File: config.mk
export PLATFORM = sky130hd
export DESIGN_NAME = simt_div_ctrl
export DESIGN_NICKNAME = d
export VERILOG_FILES = /design/src/rtl/simt_pkg.sv /design/src/rtl/simt_branch_eval.sv /design/src/rtl/simt_popcount.sv /design/src/rtl/simt_recon_stack.sv /design/src/rtl/simt_div_ctrl.sv
export SDC_FILE = /design/constraint.sdc
export NUM_CORES = 1
export LEC_CHECK = 0
export BUFFER_PORTS_ARGS = -buffer_cell sky130_fd_sc_hd__buf_2
export CORE_AREA = 2 2 83 164
export DETAILED_ROUTE_END_ITERATION = 16
export DIE_AREA = 0 0 85 166
export GPL_TIMING_DRIVEN = 0
export MAX_ROUTING_LAYER = met4
export PLACE_DENSITY = 0.79
export SLEW_MARGIN = 20
export SYNTH_ARGS = -nofsm -noshare
export SYNTH_HDL_FRONTEND = slang
export SYNTH_HIERARCHICAL = 1
export SYNTH_SLANG_ARGS = --single-unit
File: constraint.sdc
create_clock -name clk -period 5.8 [get_ports clk]
set_clock_uncertainty 0.05 [all_clocks]
set_input_delay 1.16 -clock clk [delete_from_list [all_inputs] [get_ports clk]]
set_output_delay 1.16 -clock clk [all_outputs]
set_load 0.02 [all_outputs]
File: src/rtl/simt_pkg.sv
package simt_pkg;
  localparam int OPC_W = 4;

  typedef enum logic [OPC_W-1:0] {
    OP_PLAIN   = 4'h0,
    OP_BRIF    = 4'h1,
    OP_ELSE    = 4'h2,
    OP_JOIN    = 4'h3,
    OP_LOPEN   = 4'h4,
    OP_LCLOSE  = 4'h5,
    OP_STOP    = 4'hF
  } op_e;
endpackage

File: src/rtl/simt_branch_eval.sv
// Splits the current mask by the lanes' conditions.
module simt_branch_eval #(
  parameter int LANES = 8
) (
  input  logic [LANES-1:0] cur_mask,
  input  logic [LANES-1:0] cond,
  output logic [LANES-1:0] took_mask,
  output logic [LANES-1:0] rest_mask,
  output logic             any_took,
  output logic             any_rest
);
  assign took_mask = cur_mask & cond;
  assign rest_mask = cur_mask & ~cond;
  assign any_took  = |took_mask;
  assign any_rest  = |rest_mask;
endmodule

File: src/rtl/simt_popcount.sv
module simt_popcount #(
  parameter int W = 8,
  localparam int CW = $clog2(W + 1)
) (
  input  logic [W-1:0]  bits,
  output logic [CW-1:0] count
);
  always_comb begin
    count = '0;
    for (int i = 0; i < W; i++) begin
      count = count + CW'(bits[i]);
    end
  end
endmodule

File: src/rtl/simt_recon_stack.sv
// Reconvergence stack: each entry keeps the mask to restore and the
// mask still waiting for its else-side (zero once consumed).
module simt_recon_stack #(
  parameter int W     = 8,
  parameter int DEPTH = 4,
  localparam int SP_W  = $clog2(DEPTH + 1),
  localparam int IDX_W = (DEPTH > 1) ? $clog2(DEPTH) : 1
) (
  input  logic         clk,
  input  logic         rst,
  input  logic         clr,
  input  logic         push,
  input  logic [W-1:0] push_restore,
  input  logic [W-1:0] push_pending,
  input  logic         pop,
  input  logic         take_pending,
  output logic [W-1:0] top_restore,
  output logic [W-1:0] top_pending,
  output logic         empty,
  output logic         overflow
);
  logic [W-1:0]     restore_q [DEPTH];
  logic [W-1:0]     pending_q [DEPTH];
  logic [SP_W-1:0]  sp;
  logic [IDX_W-1:0] top_idx;
  logic [IDX_W-1:0] wr_idx;
  logic             full;

  assign full     = (sp == SP_W'(DEPTH));
  assign empty    = (sp == '0);
  assign top_idx  = IDX_W'(sp - SP_W'(1));
  assign wr_idx   = IDX_W'(sp);
  assign overflow = push && full;

  assign top_restore = empty ? '0 : restore_q[top_idx];
  assign top_pending = empty ? '0 : pending_q[top_idx];

  always_ff @(posedge clk) begin
    if (rst || clr) begin
      sp <= '0;
    end else if (push) begin
      if (!full) begin
        restore_q[wr_idx] <= push_restore;
        pending_q[wr_idx] <= push_pending;
        sp <= sp + SP_W'(1);
      end
    end else if (pop) begin
      if (!empty) sp <= sp - SP_W'(1);
    end else if (take_pending && !empty) begin
      pending_q[top_idx] <= '0;
    end
  end
endmodule

File: src/rtl/simt_div_ctrl.sv
module simt_div_ctrl
  import simt_pkg::*;
#(
  parameter int LANES     = 8,
  parameter int INSTR_W   = 16,
  parameter int CNT_W     = 16,
  parameter int STK_DEPTH = 4,
  localparam int PC_W    = INSTR_W - OPC_W,
  localparam int LCNT_W  = $clog2(LANES + 1),
  localparam int UTIL_W  = CNT_W + LCNT_W
) (
  input  logic               clk,
  input  logic               rst,
  input  logic               start,
  output logic [PC_W-1:0]    prog_addr,
  input  logic [INSTR_W-1:0] prog_data,
  input  logic [LANES-1:0]   lane_cond,
  output logic               issue_valid,
  output logic [INSTR_W-1:0] issue_instr,
  output logic [LANES-1:0]   issue_mask,
  output logic               done,
  output logic               stack_err,
  output logic [CNT_W-1:0]   cycle_count,
  output logic [UTIL_W-1:0]  util_count
);
  logic [PC_W-1:0]   pc, pc_n;
  logic [LANES-1:0]  mask, mask_n;
  logic              running;
  op_e               op;
  logic [PC_W-1:0]   tgt;

  logic [LANES-1:0]  took_mask, rest_mask;
  logic              any_took, any_rest;
  logic [LCNT_W-1:0] lanes_on;

  logic              do_push, do_pop, do_take, stop_now, step;
  logic [LANES-1:0]  push_pend;
  logic [LANES-1:0]  top_restore, top_pending;
  logic              stk_empty, stk_ovf;

  assign op        = op_e'(prog_data[INSTR_W-1 -: OPC_W]);
  assign tgt       = prog_data[PC_W-1:0];
  assign prog_addr = pc;
  assign step      = running && !start;

  simt_branch_eval #(.LANES(LANES)) u_eval (
    .cur_mask (mask),
    .cond     (lane_cond),
    .took_mask(took_mask),
    .rest_mask(rest_mask),
    .any_took (any_took),
    .any_rest (any_rest)
  );

  simt_popcount #(.W(LANES)) u_pop (
    .bits (mask),
    .count(lanes_on)
  );

  simt_recon_stack #(.W(LANES), .DEPTH(STK_DEPTH)) u_stack (
    .clk         (clk),
    .rst         (rst),
    .clr         (start),
    .push        (do_push && step),
    .push_restore(mask),
    .push_pending(push_pend),
    .pop         (do_pop && step),
    .take_pending(do_take && step),
    .top_restore (top_restore),
    .top_pending (top_pending),
    .empty       (stk_empty),
    .overflow    (stk_ovf)
  );

  // Next PC, next mask and stack action for the word at pc
  always_comb begin
    pc_n      = pc + PC_W'(1);
    mask_n    = mask;
    do_push   = 1'b0;
    do_pop    = 1'b0;
    do_take   = 1'b0;
    stop_now  = 1'b0;
    push_pend = '0;
    case (op)
      OP_BRIF: begin
        do_push = 1'b1;
        if (any_took) begin
          mask_n    = took_mask;
          push_pend = rest_mask;   // zero when every lane took it
        end else begin
          pc_n = tgt;              // no lane takes the then-side
        end
      end
      OP_ELSE: begin
        if (!stk_empty && (top_pending != '0)) begin
          mask_n  = top_pending;
          do_take = 1'b1;
        end else begin
          pc_n = tgt;              // nothing waiting: go to the join
        end
      end
      OP_JOIN: begin
        do_pop = 1'b1;
        if (!stk_empty) mask_n = top_restore;
      end
      OP_LOPEN: begin
        do_push = 1'b1;
      end
      OP_LCLOSE: begin
        if (any_took) begin
          mask_n = took_mask;
          pc_n   = tgt;
        end else begin
          do_pop = 1'b1;
          if (!stk_empty) mask_n = top_restore;
        end
      end
      OP_STOP: begin
        stop_now = 1'b1;
        pc_n     = pc;
      end
      default: ;
    endcase
  end

  always_ff @(posedge clk) begin
    if (rst) begin
      pc          <= '0;
      mask        <= '1;
      running     <= 1'b0;
      done        <= 1'b0;
      stack_err   <= 1'b0;
      issue_valid <= 1'b0;
      issue_instr <= '0;
      issue_mask  <= '0;
      cycle_count <= '0;
      util_count  <= '0;
    end else if (start) begin
      pc          <= '0;
      mask        <= '1;
      running     <= 1'b1;
      done        <= 1'b0;
      issue_valid <= 1'b0;
      cycle_count <= '0;
      util_count  <= '0;
    end else if (running) begin
      if (stk_ovf) stack_err <= 1'b1;
      if (stop_now) begin
        running     <= 1'b0;
        done        <= 1'b1;
        issue_valid <= 1'b0;
      end else begin
        pc          <= pc_n;
        mask        <= mask_n;
        issue_valid <= 1'b1;
        issue_instr <= prog_data;
        issue_mask  <= mask;
        cycle_count <= cycle_count + CNT_W'(1);
        util_count  <= util_count + UTIL_W'(lanes_on);
      end
    end else begin
      issue_valid <= 1'b0;
    end
  end
endmodule

==> results by group <==
Global route
  • Gr usage total: 0.286
  • Initial antenna violation count: 0
  • Vias in the first global route: about 6200
  • Gr ovfl total: 0
  • Pin count of the biggest net entering global routing: 17
  • First-pass GRT wire length: approximately 31000 microns

Routing
  • Post-route antenna net violation count: 0
  • Drt total wl: between 15000 and 20000 microns
  • Via count: slightly below 6000
  • DR pass1 iterations: 5
  • # DRC: 0
  • Initial DRC count: 387
  • Via density: around 6.0
  • Mean routed wirelength per cell: between 15 and 20 microns

Worst setup path
  • WS Path Type: reg -> reg
  • CP Launch Type: register
  • Critical Path End Type: register
  • Arr. time, crit path: 5.17 ns
  • Worst EP required: 6.05 ns
  • Critical-path maximum fanout: 10

CTS
  • CTS H-Tree Depth: 4
  • CTS buffer count: 17
  • Clock Latency Late Sink: between 0.4 and 0.5 ns
  • Clk slew on worst S/H paths: roughly 0.06 ns
  • Clock sink total: 151
  • CTS tree: yes
  • Hold-fix buffers at CTS: 0
  • Root Buffer: clkbuf_16
  • Resize count post-CTS: 0
  • Postcts setup bufs: 0
  • Clock Path Buffers: 2

Power and ir drop
  • Maximum VDD drop: about 0.35 mV
  • PD cells: ~280 nW/um^2
  • Tot Pwr: ~2400 uW
  • Leak Pwr: about 0.0034 uW

Timing
  • Final period util: 0.848
  • Final setup violating endpoints: 0
  • Crit path time final: about 5 ns
  • Slew @ Worst Pin: ~1.2 ns
  • Slew Limit Fails: 0
  • Rel. slew slack: 0.216
  • Achievable clock frequency: approximately 200 MHz
  • Setup TNS: 0 ns
  • RSZ-0062 raised after global routing: false
  • Final hold violations: 0

Floorplanning
  • Num rows: 59
  • Core ar.: between 10000 and 15000 sq um
  • Die Y: around 170 microns
  • Die width: around 85 microns
  • Initial core utilization: 0.565
  • IO Pins: 102
  • Total die area: about 14000 sq um

Flow run
  • Max capacitance violation total: 0

Synthesis
  • Syn Inst Count: 706
  • Syn nets: around 750
  • Synth Area per Inst: roughly 10 sq um
  • Warning count from the yosys run: 6
  • Mapped Area: about 7300 sq um

Layout
  • Final #Nets: 870
  • Area growth syn-to-layout: 17.5%
  • Diode count: 0
  • Layout cells sized above 1: 0.209

Run status
  • Status: finished clean

Placement
  • GPL Wtd Cong: roughly 0.93
  • DPL Wire Length: 14800 microns
  • Port Buffers: 99

Hold path
  • Hold crit path type: reg -> reg
## metrics by stage
stage	cells	utilization	cell area, sq um	hold WS, ns	setup slack (ns)
floorplan	706	-	7300	0.448	1.52
detailed placement	957	0.619	8000	0.396	0.928
global placement	957	0.618	7990	0.392	0.921
global route	989	0.665	8580	0.429	0.691
finish	989	0.665	8580	0.408	0.879
CTS	989	0.665	8580	0.408	0.874
## power breakdown
group / internal, uW / switching [uW] / total (uW) / leakage [uW]
sequential: 1110 / 10.6 / 1120 / 0.00123
clock: 628 / 470 / 1100 / 0.000290
combinational: 54.5 / 101 / 155 / 0.00184
## area by class of cell
class                           count  area (sq um)
Sequential cell                   151          3660
Multi-Input combinational cell    489          3340
Buffer                             36           199
Inverter                           30           113
Tap cell                          152           190
Clock buffer                       18           450
Clock inverter                     14           135
Timing Repair Buffer               99           495
Fill cell                         992          4330
## sequential cells by signal, summed over array words and instances, names as in the netlist
signal	cells
prog_addr	12
u_stack/restore_q	32
issue_mask	8
issue_valid	1
done	1
u_stack/sp	3
stack_err	1
running	1
util_count	20
cycle_count	16
u_stack/pending_q	32
mask	8
issue_instr	16
## worst max-delay path, cell delays in order, from the launching register on
cell       delay, ns
dfxtp_1         0.62
inv_1           0.15
fa_1            0.55
fa_1            0.44
fa_1            0.51
inv_1           0.05
ha_1            0.18
inv_1           0.07
fa_1            0.41
inv_1           0.09
inv_1           0.06
fa_1            0.42
nor2b_1         0.19
o21ai_1         0.22
a2111oi_0       0.56
xnor2_1         0.18
nor2_1          0.05
## path summary, 6_finish.rpt
kind / from / endpoint / slack [ns] / cells past startpoint
setup / recovery: mask[1] / util_count[18] / 0.88 / 16
hold / removal: issue_instr[3] / issue_instr[3] / 0.41 / 2
setup reg to reg: mask[1] / util_count[18] / 0.88 / 16
hold reg to reg: issue_instr[3] / issue_instr[3] / 0.41 / 2
## layout by cell type, fill, tap and decap left out, types with 5 or more instances in the layout
cell type,instances
o22ai_1,5
nand3_1,16
nor2b_1,15
a21oi_1,47
buf_2,106
xnor2_1,23
and2_1,46
nor3_1,13
nand4_1,9
and3_1,12
edfxtp_1,64
nor4_1,6
fa_1,5
o21ai_0,27
a22oi_1,7
buf_6,5
nor2_1,48
mux4_2,14
xor2_1,6
clkbuf_16,18
o22a_1,9
mux2i_1,12
inv_1,30
nand2b_1,6
ha_1,14
a211oi_1,11
nand2_1,82
inv_6,7
clkbuf_1,21
dfxtp_1,87
or3_1,5
## per-layer routing
layer	track usage	vias to the layer above	share of wire
li1	-	2765	-
met1	0.270	2841	0.34
met2	0.526	247	0.56
met3	0.0562	74	0.049
met4	0.151	0	0.049
met5	-	-	0
(Power assumes the default switching activity.)
